**config.mk**
```make
export PLATFORM = sky130hd
export DESIGN_NAME = halfrow_key_scanner
export DESIGN_NICKNAME = d
export VERILOG_FILES = /design/src/rtl/hks_pkg.sv /design/src/rtl/hks_sync.sv /design/src/rtl/hks_edge.sv /design/src/rtl/hks_row_counter.sv /design/src/rtl/hks_half_out.sv /design/src/rtl/halfrow_key_scanner.sv
export SDC_FILE = /design/constraint.sdc
export NUM_CORES = 1
export LEC_CHECK = 0
export ABC_AREA = 0
export BUFFER_PORTS_ARGS = -buffer_cell sky130_fd_sc_hd__clkbuf_2
export CAP_MARGIN = 10
export CORE_MARGIN = 5
export CORE_UTILIZATION = 50
export DETAILED_ROUTE_END_ITERATION = 8
export GPL_TIMING_DRIVEN = 0
export PLACE_DENSITY = 0.87
export SKIP_CTS_REPAIR_TIMING = 1
export SLEW_MARGIN = 25
export SYNTH_ARGS = -nofsm -noshare
export SYNTH_HDL_FRONTEND = slang
export SYNTH_SLANG_ARGS = --single-unit
```
**constraint.sdc**
```tcl
create_clock -name clk -period 4.43 [get_ports clk]
set_input_delay 0.443 -clock clk [delete_from_list [all_inputs] [get_ports clk]]
set_output_delay 0.443 -clock clk [all_outputs]
set_load 0.05 [all_outputs]
```
**src/rtl/hks_pkg.sv**
```systemverilog
package hks_pkg;

  // Step that follows cur in a counter of `steps` states.
  function automatic int unsigned hks_next_step(input int unsigned cur,
                                                input int unsigned steps);
    return (cur + 1 >= steps) ? 0 : cur + 1;
  endfunction

  // Flat bit index of the first column shown for a row and select level.
  function automatic int unsigned hks_half_base(input int unsigned row,
                                                input int unsigned cols,
                                                input logic        hi);
    return row * cols + (hi ? cols / 2 : 0);
  endfunction

endpackage

```
**src/rtl/hks_sync.sv**
```systemverilog
module hks_sync #(
  parameter int WIDTH  = 2,
  parameter int STAGES = 2
) (
  input  logic             clk,
  input  logic             rst_n,
  input  logic [WIDTH-1:0] async_i,
  output logic [WIDTH-1:0] sync_o
);
  logic [WIDTH-1:0] chain [STAGES];

  generate
    for (genvar s = 0; s < STAGES; s++) begin : g_stage
      if (s == 0) begin : g_first
        always_ff @(posedge clk or negedge rst_n)
          if (!rst_n) chain[0] <= '0;
          else        chain[0] <= async_i;
      end else begin : g_next
        always_ff @(posedge clk or negedge rst_n)
          if (!rst_n) chain[s] <= '0;
          else        chain[s] <= chain[s-1];
      end
    end
  endgenerate

  assign sync_o = chain[STAGES-1];
endmodule

```
**src/rtl/hks_edge.sv**
```systemverilog
module hks_edge (
  input  logic clk,
  input  logic rst_n,
  input  logic level_i,
  output logic rise_o
);
  logic prev_q;

  always_ff @(posedge clk or negedge rst_n)
    if (!rst_n) prev_q <= 1'b0;
    else        prev_q <= level_i;

  assign rise_o = level_i & ~prev_q;

  // a detected edge lasts one cycle only
  a_r4_single_pulse: assert property (@(posedge clk) disable iff (!rst_n)
    rise_o |=> !rise_o);
endmodule

```
**src/rtl/hks_row_counter.sv**
```systemverilog
module hks_row_counter
  import hks_pkg::*;
#(
  parameter int STEPS = 10,
  localparam int ROW_W = $clog2(STEPS)
) (
  input  logic             clk,
  input  logic             rst_n,
  input  logic             clr_i,
  input  logic             adv_i,
  output logic [ROW_W-1:0] row_q,
  output logic [ROW_W-1:0] row_next
);
  localparam logic [ROW_W-1:0] LAST = ROW_W'(STEPS - 1);

  always_comb begin
    if (clr_i)      row_next = '0;
    else if (adv_i) row_next = ROW_W'(hks_next_step(int'(row_q), STEPS));
    else            row_next = row_q;
  end

  always_ff @(posedge clk or negedge rst_n)
    if (!rst_n) row_q <= '0;
    else        row_q <= row_next;

  a_r4_in_range: assert property (@(posedge clk) disable iff (!rst_n)
    row_q <= LAST);
  a_r4_advance_one: assert property (@(posedge clk) disable iff (!rst_n)
    (adv_i && !clr_i && row_q != LAST) |=> (row_q == $past(row_q) + 1'b1));
  a_r5_wrap: assert property (@(posedge clk) disable iff (!rst_n)
    (adv_i && !clr_i && row_q == LAST) |=> (row_q == '0));
  a_r3_hold: assert property (@(posedge clk) disable iff (!rst_n)
    (!adv_i && !clr_i) |=> $stable(row_q));
  a_r6_scan_reset: assert property (@(posedge clk) disable iff (!rst_n)
    clr_i |=> (row_q == '0));
endmodule

```
**src/rtl/hks_half_out.sv**
```systemverilog
module hks_half_out
  import hks_pkg::*;
#(
  parameter int ROWS = 9,
  parameter int COLS = 8,
  localparam int STEPS = ROWS + 1,
  localparam int HALF  = COLS / 2,
  localparam int ROW_W = $clog2(STEPS)
) (
  input  logic                 clk,
  input  logic                 rst_n,
  input  logic [ROW_W-1:0]     row_i,
  input  logic                 hi_i,
  input  logic [ROWS*COLS-1:0] keys_i,
  output logic [HALF-1:0]      data_q
);
  localparam logic [ROW_W-1:0] BLANK = ROW_W'(ROWS);

  logic [HALF-1:0] pick;

  always_comb begin
    pick = '0;
    if (row_i != BLANK) begin
      for (int i = 0; i < HALF; i++)
        pick[i] = keys_i[hks_half_base(int'(row_i), COLS, hi_i) + i];
    end
  end

  always_ff @(posedge clk or negedge rst_n)
    if (!rst_n) data_q <= '0;
    else        data_q <= pick;

  a_r5_blank_zero: assert property (@(posedge clk) disable iff (!rst_n)
    (row_i == BLANK) |=> (data_q == '0));
endmodule

```
**src/rtl/halfrow_key_scanner.sv**
```systemverilog
module halfrow_key_scanner #(
  parameter int ROWS = 9,
  parameter int COLS = 8,
  localparam int STEPS = ROWS + 1,
  localparam int HALF  = COLS / 2,
  localparam int ROW_W = $clog2(STEPS)
) (
  input  logic                 clk,
  input  logic                 rst_n,
  input  logic                 scan_rst,
  input  logic                 sel_clk,
  input  logic [ROWS*COLS-1:0] key_state,
  output logic [HALF-1:0]      data_out
);
  logic [1:0]       synced;
  logic             sel_s;
  logic             clr_s;
  logic             sel_rise;
  logic [ROW_W-1:0] row_q;
  logic [ROW_W-1:0] row_next;

  hks_sync #(.WIDTH(2), .STAGES(2)) u_sync (
    .clk(clk), .rst_n(rst_n),
    .async_i({scan_rst, sel_clk}), .sync_o(synced)
  );
  assign sel_s = synced[0];
  assign clr_s = synced[1];

  hks_edge u_edge (
    .clk(clk), .rst_n(rst_n), .level_i(sel_s), .rise_o(sel_rise)
  );

  hks_row_counter #(.STEPS(STEPS)) u_cnt (
    .clk(clk), .rst_n(rst_n), .clr_i(clr_s), .adv_i(sel_rise),
    .row_q(row_q), .row_next(row_next)
  );

  // The output register takes the next row so that row and half change together.
  hks_half_out #(.ROWS(ROWS), .COLS(COLS)) u_out (
    .clk(clk), .rst_n(rst_n), .row_i(row_next), .hi_i(sel_s),
    .keys_i(key_state), .data_q(data_out)
  );

  // the count and the data are cleared while the system reset is low
  a_r8_reset_state: assert property (@(posedge clk)
    !rst_n |-> (row_q == '0 && data_out == '0));
endmodule

```
; ---- After elaboration in Yosys (flattened, before gate mapping)
; Index checks and enable logic that the tools add are counted.
[classes]
add_sub_neg = 5
n_lt_le_gt_ge = 5
eq_ne = 1
muxes = 13
n_bitwise = 2
[ops]
columns = cell, n
row1 = "< comparator 32 x 8 -> 1 bit, second input constant", 4
row2 = "adder 32 x 2 -> 32 bit, second input constant", 2
row3 = "adder 32 x 1 -> 32 bit, second input constant", 1
row4 = binary-select mux 1 bit (select 7 bit), 4
row5 = 2-to-1 mux 4 bit, 4
row6 = adder 7 x 3 -> 8 bit, 1
row7 = "adder 4 x 1 -> 5 bit, second input constant", 1
row8 = "greater-or-equal comparator 5 x 4 -> 1 bit, second input constant", 1
row9 = 2-to-1 mux 1 bit, 4
row10 = "!= test 4 bit, second input constant", 1
row11 = 2-to-1 mux 3 bit, 1
row12 = bitwise AND 1 bit, 1
row13 = inverter 1 bit, 1
[totals]
ff_bits = 13
out_inout_bits = 4
wordCells = 31

; ---- Depth between registers and ports, before layout
; Gate-level depths: netlist of the first run.
[depth]
depth_word = 10
depth_mapped = 10
depth_no_buf = 8

; ---- Cells and area by module
; Synthesis of the first run repeated with hierarchy kept, for this count alone.
[unflattened]
cells_unflattened = 108
hier_area_um2 = 1151.1
[by_module_without_submodules]
columns = module, instances, cells_each, area_per_inst_um2, seq_area_each_um2
row1 = hks_half_out, 1, 71, 728.2, 100.1
row2 = hks_row_counter, 1, 29, 269.0, 100.1
row3 = hks_sync, 1, 6, 115.1, 100.1
row4 = hks_edge, 1, 2, 38.8, 25.0

; ---- Worst setup path before layout of the first run
; Ideal clock, no wire load.
[synth_timing]
path_kind = flip-flop to flip-flop
start = reg u_cnt.row_q[1]
end = reg u_out.data_q[2]
setup_ns = 0.124
t_arrival_ns = 2.351
required_time_ns = 4.306
slack_ns = 1.955
path_stages_with_launch = 9
n_path_buf = 0
synth_period_minus_slack_ns = 2.475
cell_sequence = dfrtp_1 > inv_1 > ha_1 > or4b_4 > a2111oi_4 > o21ai_0 > a21oi_1 > a211oi_1 > a211o_1
[synth_between]
elab_chain_cells = 10
[synth_rtl]
columns = element, line_no
row1 = from (decl), hks_row_counter.sv:11  ; output logic [ROW_W-1:0] row_q,
row2 = from (signal assigned), hks_row_counter.sv:24  ; else row_q <= row_next;
row3 = adder 4 x 1 -> 5 bit, hks_pkg.sv:6  ; return (cur + 1 >= steps) ? 0 : cur + 1;
row4 = greater-or-equal comparator 5 x 4 -> 1 bit, hks_pkg.sv:6
row5 = 2-to-1 mux 4 bit, hks_pkg.sv:6
row6 = 2-to-1 mux 4 bit *, hks_row_counter.sv:18  ; else if (adv_i) row_next = ROW_W'(hks_next_step(int'(row_q), STEPS));
row7 = 2-to-1 mux 4 bit *, hks_row_counter.sv:17  ; if (clr_i) row_next = '0;
row8 = adder 7 x 3 -> 8 bit, hks_pkg.sv:13  ; return row * cols + (hi ? cols / 2 : 0);
row9 = adder 32 x 2 -> 32 bit, hks_half_out.sv:25  ; pick[i] = keys_i[hks_half_base(int'(row_i), COLS, hi_i) + i];
row10 = binary-select mux 1 bit (select 7 bit), hks_half_out.sv:25
row11 = 2-to-1 mux 1 bit (implied by the code), hks_half_out.sv:25
row12 = 2-to-1 mux 4 bit *, hks_half_out.sv:23  ; if (row_i != BLANK) begin
row13 = net u_out.pick[2], hks_half_out.sv:19  ; logic [HALF-1:0] pick;
row14 = to (signal assigned), hks_half_out.sv:31  ; else data_q <= pick;
row15 = to (decl), hks_half_out.sv:15  ; output logic [HALF-1:0] data_q
; Mark *: on every way through the listed nets, which the timed path passes. The rest lies on a longest branch. The select of a mux whose other input is x is not followed.

; ---- Worst setup path in the final report of the first run
[layout_timing]
start = reg u_cnt.row_q[1]
end = reg u_out.data_q[1]
[layout_between]
elab_chain_cells = 10
[layout_rtl]
columns = element, line_no
row1 = adder 4 x 1 -> 5 bit *, hks_pkg.sv:6
row2 = greater-or-equal comparator 5 x 4 -> 1 bit *, hks_pkg.sv:6
row3 = 2-to-1 mux 4 bit *, hks_pkg.sv:6
row4 = 2-to-1 mux 4 bit *, hks_row_counter.sv:18
row5 = 2-to-1 mux 4 bit *, hks_row_counter.sv:17
row6 = net row_next[0], halfrow_key_scanner.sv:20  ; logic [ROW_W-1:0] row_next;
row7 = adder 7 x 3 -> 8 bit, hks_pkg.sv:13
row8 = adder 32 x 1 -> 32 bit, hks_half_out.sv:25
row9 = binary-select mux 1 bit (select 7 bit), hks_half_out.sv:25
row10 = 2-to-1 mux 1 bit (implied by the code), hks_half_out.sv:25
row11 = 2-to-1 mux 4 bit *, hks_half_out.sv:23
row12 = net u_out.pick[1], hks_half_out.sv:19
; Marked as above.

==> metrics.txt, run 1 <==
most frequent cells in the layout 79 x clkbuf_2, 13 x mux2i_1, 13 x mux2_2, 13 x dfrtp_1; CP delay by family, top compound AO/OA/AOI/OAI gates; Die W between 60 and 70 um; R2R cell count 9; router iterations before antenna repair 4; final hold vios 0; filler cell count between 200 and 300; critical path class flop to flop; fin crit period about 2800 ps; Root Buffer clkbuf_4; IO Pins 80; #FFs+latches synth 13; Clk network pwr share 0.197; CP Capture Type flop; register cell area after layout 325.3 um2; largest net degree at the start of global routing 14; dpl cell area a little over 2000 um2; Slew headroom 0.5971; Slowest-stage cell, CP a2111oi_4; final instance area 2098 um2; routed len/inst between 10 and 15 um; Unique masters post-synth 56; Hold WC Path Type input port to asynchronous set/reset pin; # nets final about 350; MaxCap Viol Count 0; tightest hold margin between 40 and 50 ps; Post-Route Skew between 0.6 and 0.7 ps; Mapped Cells 190; Int Power about 240 uW; vias in the first global route around 1,800; TritonCTS clock tree built; Post-synth EDFFs 0; port bufs just under 80; H-tree levels 1; CP max FO 9; WL final between 4000 and 5000 um; post-route insts no fill 317; Power Dens Cells approximately 170 nW/um2; Mapped Nets between 200 and 300; worst flop-to-flop path startpoint u_cnt.row_q[1]; diodes inserted 0; commonest non-fill, non-tap cell in the layout clkbuf_2; Via-to-Cell Ratio ~5.7; R2R setup slack approximately 1600 ps; first-pass GRT wire length around 7700 um; post-DP HPWL a little under 4000 um; sequential area share after synthesis 0.2006; largest stage delay on the critical path 520 ps; crit-path cells inv_1 > ha_1 > or4b_4 > a2111oi_4 > or2_1 > buf_6 > nor2b_4 > a22o_1 > o41ai_2; Worst Setup Start Kind flop; Psw between 100 and 150 uW; total core area ~3000 um2; setup violators final 0; Final period util 0.6358; area delta synth->final 29.40%; Buf+Inv Stages, Crit Path 2; die area around 4500 um2; critical path data required time roughly 4600 ps; clk_lat worst skew about 270 ps; initial antenna violation count 0; outcome complete, no violations; mean post-synth cell area approximately 8.5 um2; Cell Area, Synth 1622 um2; CTS Buffer Depth 2; Post-DRT Antenna Nets 0; sequential share of power 0.365; leak pwr 0.0009977 uW; unrepaired setup endpoints after global routing false; maximum VDD drop 0.1704 mV; r2r endpoint u_out.data_q[1]; row cnt 20; die height around 67 um; CTS buffer count 3; initial core utilization 0.5268; Post-synth top flop dfrtp_1; vias ~1,800; sw frac 0.3432; Worst-Margin Slew around 600 ps; Sink Count 13; Layout Utilization 0.6817; asr flop ratio synth 1.000; Placer Congestion just under 0.9; clk slew on worst S/H paths 70 ps; TNS Setup 0 ps; global route overflow 0; initial DRC count 96; Cells after DPL approximately 310; Critical Path AT 2970 ps; warning count from the yosys run 0; area of the multi-input gates around 1200 um2; combinational power share 0.438; layout cells sized above 1 0.4396; Total GRT Usage 0.2222; Highest Clock Rate 355.1 MHz; Post-route DRC 0; fin. max-slew vios 0
[power groups by stage]
stage,Clock [uW],Combinational (uW),Sequential (uW)
3_5_place_dp,0,157,133
5_1_grt,79.2,172,132
6_report,70.8,158,131
3_3_place_gp,0,155,133
4_1_cts,73.8,158,131
2_1_floorplan,0,82.0,151
[kinds of logic after synthesis]
| group | synth area share |
|---|---|
| AOI/OAI and AO/OA | 0.2840 |
| xor gates and xnor gates | 0.01080 |
| adders and majority gates | 0.01543 |
| buffers and inverters | 0.06867 |
| DFF | 0.2006 |
| muxes | 0.1983 |
| and+or+nand+nor | 0.2222 |
[worst max-delay path by stage]
stage                         startpoint              end  cells past startpoint
after global placement    u_cnt.row_q[1]  u_out.data_q[2]                      8
after CTS                 u_cnt.row_q[1]  u_out.data_q[1]                      9
after detailed placement  u_cnt.row_q[1]  u_out.data_q[1]                      9
after floorplan           u_cnt.row_q[1]  u_out.data_q[2]                      8
after global routing      u_cnt.row_q[1]  u_out.data_q[1]                      9
final                     u_cnt.row_q[1]  u_out.data_q[1]                      9
[Yosys cell counts (4+ instances only)]
master,n,area (um2)
a21oi_1,12,60.06
and2_1,4,25.02
buf_2,8,40.04
dfrtp_1,13,325.3
inv_1,5,18.77
mux2_2,13,146.4
mux2i_1,13,130.1
nand2_1,12,45.04
nand2b_1,6,37.54
nand3_1,9,45.04
nor2_1,7,26.28
nor3_1,4,20.02
o211ai_1,8,60.06
o21ai_0,8,40.04
[routing by layer]
| metal | global-route usage | up-vias | wire (um) |
|---|---|---|---|
| met5 | 0 | - | 0 |
| met4 | 0.09114 | 0 | 104 |
| met3 | 0.04384 | 10 | 379 |
| met2 | 0.3861 | 87 | 2299 |
| met1 | 0.2643 | 829 | 1954 |
| li1 | - | 891 | - |
[final cells by class]
cell class              instances  area share
repair buffers                 79      0.1884
plain buffers                  15     0.04234
well taps                      44     0.02624
flip-flops and latches         13      0.1550
inverters                       6     0.01073
multi-input cells             156      0.5647
clock buffers                   4     0.01252
[flip-flops by register name, summed over array words and instances, names as in the netlist]
signal and count:
u_edge.prev_q 1, u_sync.chain 2, u_cnt.row_q 4, u_out.data_q 4, u_sync.sync_o 2
[metrics by stage]
stage / power, uW / setup slack (ps)
after detailed placement: 290.5 / 1639
final: 359.5 / 1614
after global routing: 383.5 / 1407
after floorplan: 232.8 / 1955
after CTS: 362.7 / 1623
after global placement: 287.9 / 1679
(Power assumes the default switching activity.)
==> run 2: changes to the inputs <==
Settings changed: CORE_UTILIZATION 50 to 47, PLACE_DENSITY 0.87 to 0.83.
Clock period 4.43 ns to 2.67 ns, I/O delays scaled along.
==> run 2 against run 1 <==
The run now ends with negative setup slack left. Worst hold slack better by 64 ps. Utilization is 1.8 points lower. Worst setup slack worse by 1700 ps. Clock skew is 2.6 ps higher. Sequential power is 67% higher. Die area is 5.4% higher. First-iteration DRC count is 20% higher. Flip-flop and latch count stayed put. Largest power group unchanged. Cell count is 3.8% higher. Wire length is 4.9% higher.
==> metrics.txt, run 2 (same netlist as run 1, synthesis figures left out) <==
outcome complete, but fails checks (was complete, no violations); failing checks negative setup slack; sw frac 0.3397 (was 0.3432); fin crit period 2722 ps (was 2816 ps); most frequent cells in the layout 80 x clkbuf_2, 13 x mux2_2, 12 x nand2_1, 12 x mux2i_1, 12 x dfrtp_1 (was 79 x clkbuf_2, 13 x mux2i_1, 13 x mux2_2, 13 x dfrtp_1); sequential share of power 0.353 (was 0.365); min setup slack post-route -51.83 ps (was 1614 ps); R2R cell count 9 (unchanged); die height 68.74 um (was 66.95 um); leak pwr 0.001050 uW (was 0.0009977 uW); routed len/inst 15.10 um (was 14.95 um); largest net degree at the start of global routing 14 (unchanged); setup violators final 3 (was 0); CP max FO 6 (was 9); H-tree levels 1 (unchanged); Worst Setup Start Kind flop (unchanged); first-pass GRT wire length 7562 um (was 7679 um); Slew headroom 0.6139 (was 0.5971); vias 1,885 (was 1,817); Sink Count 13 (unchanged); router iterations before antenna repair 4 (unchanged); WL final 4968 um (was 4738 um); layout cells sized above 1 0.4876 (was 0.4396); commonest non-fill, non-tap cell in the layout clkbuf_2 (unchanged); hold path depth 1; filler cell count 307 (was 282); TNS Setup -97.03 ps (was 0 ps); r2r endpoint u_out.data_q[1] (unchanged); Largest regs u_cnt.row_q (4), u_out.data_q (4) (unchanged); clk_lat worst skew 270 ps (about the same); critical path data required time 2820 ps (was 4580 ps); final instance area 2216 um2 (was 2098 um2); critical path class flop to flop (unchanged); Cells after DPL 315 (was 313); maximum VDD drop 0.4181 mV (was 0.1704 mV); Post-Route Skew 3.310 ps (was 0.6834 ps); area of the multi-input gates 1215 um2 (was 1185 um2); dpl cell area 2074 um2 (was 2072 um2); # nets final 362 (was 352); fin. max-slew vios 0 (unchanged); register cell area after layout 326.6 um2 (was 325.3 um2); Total GRT Usage 0.2082 (was 0.2222); Layout Utilization 0.6640 (was 0.6817); unrepaired setup endpoints after global routing true (was false); IO Pins 80 (unchanged); die area 4725 um2 (was 4482 um2); CP Capture Type flop (unchanged); global route overflow 0 (unchanged); total power 618.4 uW (was 359.5 uW); Critical Path AT 2870 ps (was 2970 ps); Placer Congestion 0.8781 (was 0.8645); Worst Hold Path EP u_sync.chain[2]; Psw 210.1 uW (was 123.4 uW); Clk network pwr share 0.183 (was 0.197); Hold WC Path Type input port to flop (was input port to asynchronous set/reset pin); vias in the first global route 1,765 (was 1,844); Worst-Margin Slew 579.2 ps (was 604.3 ps); total core area 3337 um2 (was 3078 um2); CTS Buffer Depth 2 (unchanged); clk slew on worst S/H paths 70 ps (about the same); initial antenna violation count 0 (unchanged); initial DRC count 115 (was 96); Final period util 1.019 (was 0.6358); Root Buffer clkbuf_4 (unchanged); Via-to-Cell Ratio 5.729 (was 5.732); MaxCap Viol Count 0 (unchanged); Post-route DRC 0 (unchanged); R2R setup slack -50 ps (was 1610 ps); post-route insts no fill 329 (was 317); TritonCTS clock tree built (unchanged); area delta synth->final 36.65% (was 29.40%); Highest Clock Rate 367.4 MHz (was 355.1 MHz); post-DP HPWL 3876 um (was 3917 um); hold_sp sel_clk; Post-DRT Antenna Nets 0 (unchanged); Int Power 408.4 uW (was 236.2 uW); port bufs 79 (unchanged); Die W 68.74 um (was 66.95 um); final hold vios 0 (unchanged); row cnt 21 (was 20); initial core utilization 0.4859 (was 0.5268); Power Dens Cells 279.1 nW/um2 (was 171.4 nW/um2); diodes inserted 0 (unchanged); CTS buffer count 3 (unchanged); worst flop-to-flop path startpoint u_cnt.row_q[1] (unchanged); combinational power share 0.464 (was 0.438)
==> run 2: power by group through the flow <==
stage	Clock [uW]	Sequential, uW	Combinational (uW)
after floorplan	0	250	136
after global placement	0	221	258
after detailed placement	0	222	261
after CTS	119	218	262
after global routing	134	220	310
final	113	219	287
==> run 2: layout make-up <==
cell class,instances,area share
clock buffer,4,0.01186
tap,46,0.02597
buffer,15,0.04291
sequential,13,0.1474
multi-input combinational,156,0.5483
timing repair buffer,89,0.2134
inverter,6,0.01016
==> run 2: metal layers <==
metal	wire [um]	vias to the layer above	global-route usage
li1	-	909	-
met3	484	17	0.04214
met1	1985	860	0.2612
met5	0	-	0
met4	144	0	0.07056
met2	2353	99	0.3540
==> run 2: worst max path at each step <==
stage          cells past startpoint  slack [ps]           start               to
2_1_floorplan                      8         200  u_cnt.row_q[1]  u_out.data_q[2]
3_3_place_gp                       8         -90  u_cnt.row_q[1]  u_out.data_q[2]
3_5_place_dp                       9        -110  u_cnt.row_q[1]  u_out.data_q[0]
4_1_cts                            9        -120  u_cnt.row_q[1]  u_out.data_q[0]
5_1_grt                            9        -150  u_cnt.row_q[1]  u_out.data_q[1]
6_report                           9         -50  u_cnt.row_q[1]  u_out.data_q[1]
==> run 2: critical path: stages, from the launching register on <==
cell and delay, ps:
dfrtp_2 430, inv_2 60, ha_4 260, or4b_4 480, a2111oi_4 440, or2_1 180
buf_6 120, nor2b_4 40, a22o_1 210, o41ai_2 380
==> run 2: through the flow <==
step,worst slack [ps],hold slack (ps)
2_1_floorplan,195.5,-28.59
3_3_place_gp,-90.51,160.8
3_5_place_dp,-111.6,166.3
4_1_cts,-116.9,-128.9
5_1_grt,-153.7,85.45
6_report,-51.83,107.2
==> run 3: changes to the inputs <==
--- a/config.mk
+++ b/config.mk
@@ -13,5 +13,7 @@
 export DETAILED_ROUTE_END_ITERATION = 8
 export GPL_TIMING_DRIVEN = 0
+export HOLD_SLACK_MARGIN = 0.15
 export PLACE_DENSITY = 0.83
+export RECOVER_POWER = 100
 export SKIP_CTS_REPAIR_TIMING = 1
 export SLEW_MARGIN = 25
==> constraint.sdc (replaced) <==
create_clock -name clk -period 2.67 [get_ports clk]
set_input_delay 0.1335 -clock clk [delete_from_list [all_inputs] [get_ports clk]]
set_output_delay 0.1335 -clock clk [all_outputs]
set_load 0.05 [all_outputs]
==> run 3 against run 2 <==
First-iteration DRC count increased by 9.6%. Maximum frequency fell by 0.15%. Sequential power is essentially flat. The flow still finishes with violations (negative setup slack). Via count increased by 0.58%. Die area did not move. Clock power about the same. Cell count rose by 0.61%. Design area up 0.62%. Combinational power is essentially flat.
==> metrics.txt, run 3 (same netlist as run 1, synthesis figures left out) <==
CTS buffer count 3 (unchanged); critical path class flop to flop (unchanged); final hold vios 0 (unchanged); Slew headroom 0.5623 (was 0.6139); most frequent cells in the layout 75 x clkbuf_2, 13 x mux2_2, 12 x nand2_1, 12 x mux2i_1, 12 x dfrtp_1 (was 80 x clkbuf_2, 13 x mux2_2, 12 x nand2_1, 12 x mux2i_1, 12 x dfrtp_1); die area 4725 um2 (unchanged); layout cells sized above 1 0.4667 (was 0.4876); global route overflow 0 (unchanged); failing checks negative setup slack (unchanged); leak pwr 0.001044 uW (was 0.001050 uW); unrepaired setup endpoints after global routing true (unchanged); hold path depth 4 (was 1); min setup slack post-route -55.82 ps (was -51.83 ps); area delta synth->final 37.50% (was 36.65%); Critical Path AT 2870 ps (about the same); R2R cell count 9 (unchanged); initial antenna violation count 0 (unchanged); Post-Route Skew 2.025 ps (was 3.310 ps); CTS Buffer Depth 2 (unchanged); initial DRC count 126 (was 115); Power Dens Cells 277.0 nW/um2 (was 279.1 nW/um2); Die W 68.74 um (unchanged); vias in the first global route 1,765 (unchanged); vias 1,896 (was 1,885); critical path data required time 2820 ps (about the same); MaxCap Viol Count 0 (unchanged); port bufs 79 (unchanged); row cnt 21 (unchanged); total power 617.7 uW (was 618.4 uW); fin crit period 2726 ps (was 2722 ps); worst flop-to-flop path startpoint u_cnt.row_q[1] (unchanged); Int Power 407.9 uW (was 408.4 uW); R2R setup slack -60 ps (was -50 ps); Highest Clock Rate 366.9 MHz (was 367.4 MHz); total core area 3337 um2 (unchanged); IO Pins 80 (unchanged); diodes inserted 0 (unchanged); Clk network pwr share 0.183 (about the same); clk_lat worst skew 270 ps (about the same); setup violators final 3 (unchanged); sequential share of power 0.354 (was 0.353); # nets final 364 (was 362); post-DP HPWL 3876 um (unchanged); outcome complete, but fails checks (unchanged); largest net degree at the start of global routing 14 (unchanged); H-tree levels 1 (unchanged); Psw 209.8 uW (was 210.1 uW); combinational power share 0.463 (was 0.464); Final period util 1.021 (was 1.019); CP max FO 6 (unchanged); routed len/inst 15.00 um (was 15.10 um); WL final 4966 um (was 4968 um); Post-route DRC 0 (unchanged); TNS Setup -85.63 ps (was -97.03 ps); first-pass GRT wire length 7562 um (unchanged); hold_sp key_state[12] (was sel_clk); fin. max-slew vios 0 (unchanged); Placer Congestion 0.8781 (unchanged); die height 68.74 um (unchanged); Sink Count 13 (unchanged); initial core utilization 0.4859 (unchanged); r2r endpoint u_out.data_q[1] (unchanged); Via-to-Cell Ratio 5.728 (was 5.729); TritonCTS clock tree built (unchanged); Largest regs u_cnt.row_q (4), u_out.data_q (4) (unchanged); Root Buffer clkbuf_4 (unchanged); sw frac 0.3397 (about the same); Hold WC Path Type input port to flop (unchanged); commonest non-fill, non-tap cell in the layout clkbuf_2 (unchanged); CP Capture Type flop (unchanged); Total GRT Usage 0.2082 (unchanged); Layout Utilization 0.6682 (was 0.6640); Worst Hold Path EP u_out.data_q[0] (was u_sync.chain[2]); clk slew on worst S/H paths 70 ps (about the same); router iterations before antenna repair 4 (unchanged); maximum VDD drop 0.4111 mV (was 0.4181 mV); Post-DRT Antenna Nets 0 (unchanged); Worst-Margin Slew 656.5 ps (was 579.2 ps); Worst Setup Start Kind flop (unchanged)
==> run 3: area by class of cell <==
| class | instances | area (um2) |
|---|---|---|
| Buffer | 15 | 95.09 |
| Multi-Input combinational cell | 156 | 1215 |
| Clock buffer | 4 | 26.28 |
| Fill cell | 308 | 1107 |
| Timing Repair Buffer | 91 | 486.7 |
| Sequential cell | 13 | 326.6 |
| Tap cell | 46 | 57.56 |
| Inverter | 6 | 22.52 |
==> run 3: worst max-delay path by stage <==
stage | from | end | slack [ps] | depth (start not counted)
2_1_floorplan | u_cnt.row_q[1] | u_out.data_q[2] | 200 | 8
3_3_place_gp | u_cnt.row_q[1] | u_out.data_q[2] | -90 | 8
3_5_place_dp | u_cnt.row_q[1] | u_out.data_q[0] | -110 | 9
4_1_cts | u_cnt.row_q[1] | u_out.data_q[0] | -120 | 9
5_1_grt | u_cnt.row_q[1] | u_out.data_q[1] | -150 | 9
6_report | u_cnt.row_q[1] | u_out.data_q[1] | -60 | 9
==> run 3: per-stage QoR <==
step,cell area [um2],hold WS [ps],setup slack (ps),cells
after floorplan,1622,-162.1,195.5,190
after global placement,2074,27.30,-90.51,315
after detailed placement,2074,32.78,-111.6,315
after CTS,2101,-262.4,-116.9,319
after global routing,2230,252.7,-153.7,331
final,2230,258.2,-55.82,331
==> run 3: critical path, stage by stage, from the launching register on <==
cell and delay (ps):
dfrtp_2 430, inv_2 60, ha_4 260, or4b_4 480
a2111oi_4 450, or2_1 180, buf_6 120, nor2b_4 40
a22o_1 210, o41ai_2 380
==> run 3: power groups by stage <==
stage	clock network, uW	logic [uW]	registers (uW)
5_1_grt	134	311	220
3_3_place_gp	0	258	221
6_report	113	286	218
2_1_floorplan	0	136	250
3_5_place_dp	0	261	222
4_1_cts	119	262	218
==> run 3: routing by layer <==
| layer | vias to the layer above | part of all wire | GRT usage |
|---|---|---|---|
| li1 | 916 | - | - |
| met1 | 865 | 0.40 | 0.2612 |
| met2 | 100 | 0.48 | 0.3540 |
| met3 | 15 | 0.091 | 0.04214 |
| met4 | 0 | 0.027 | 0.07056 |
| met5 | - | 0 | 0 |
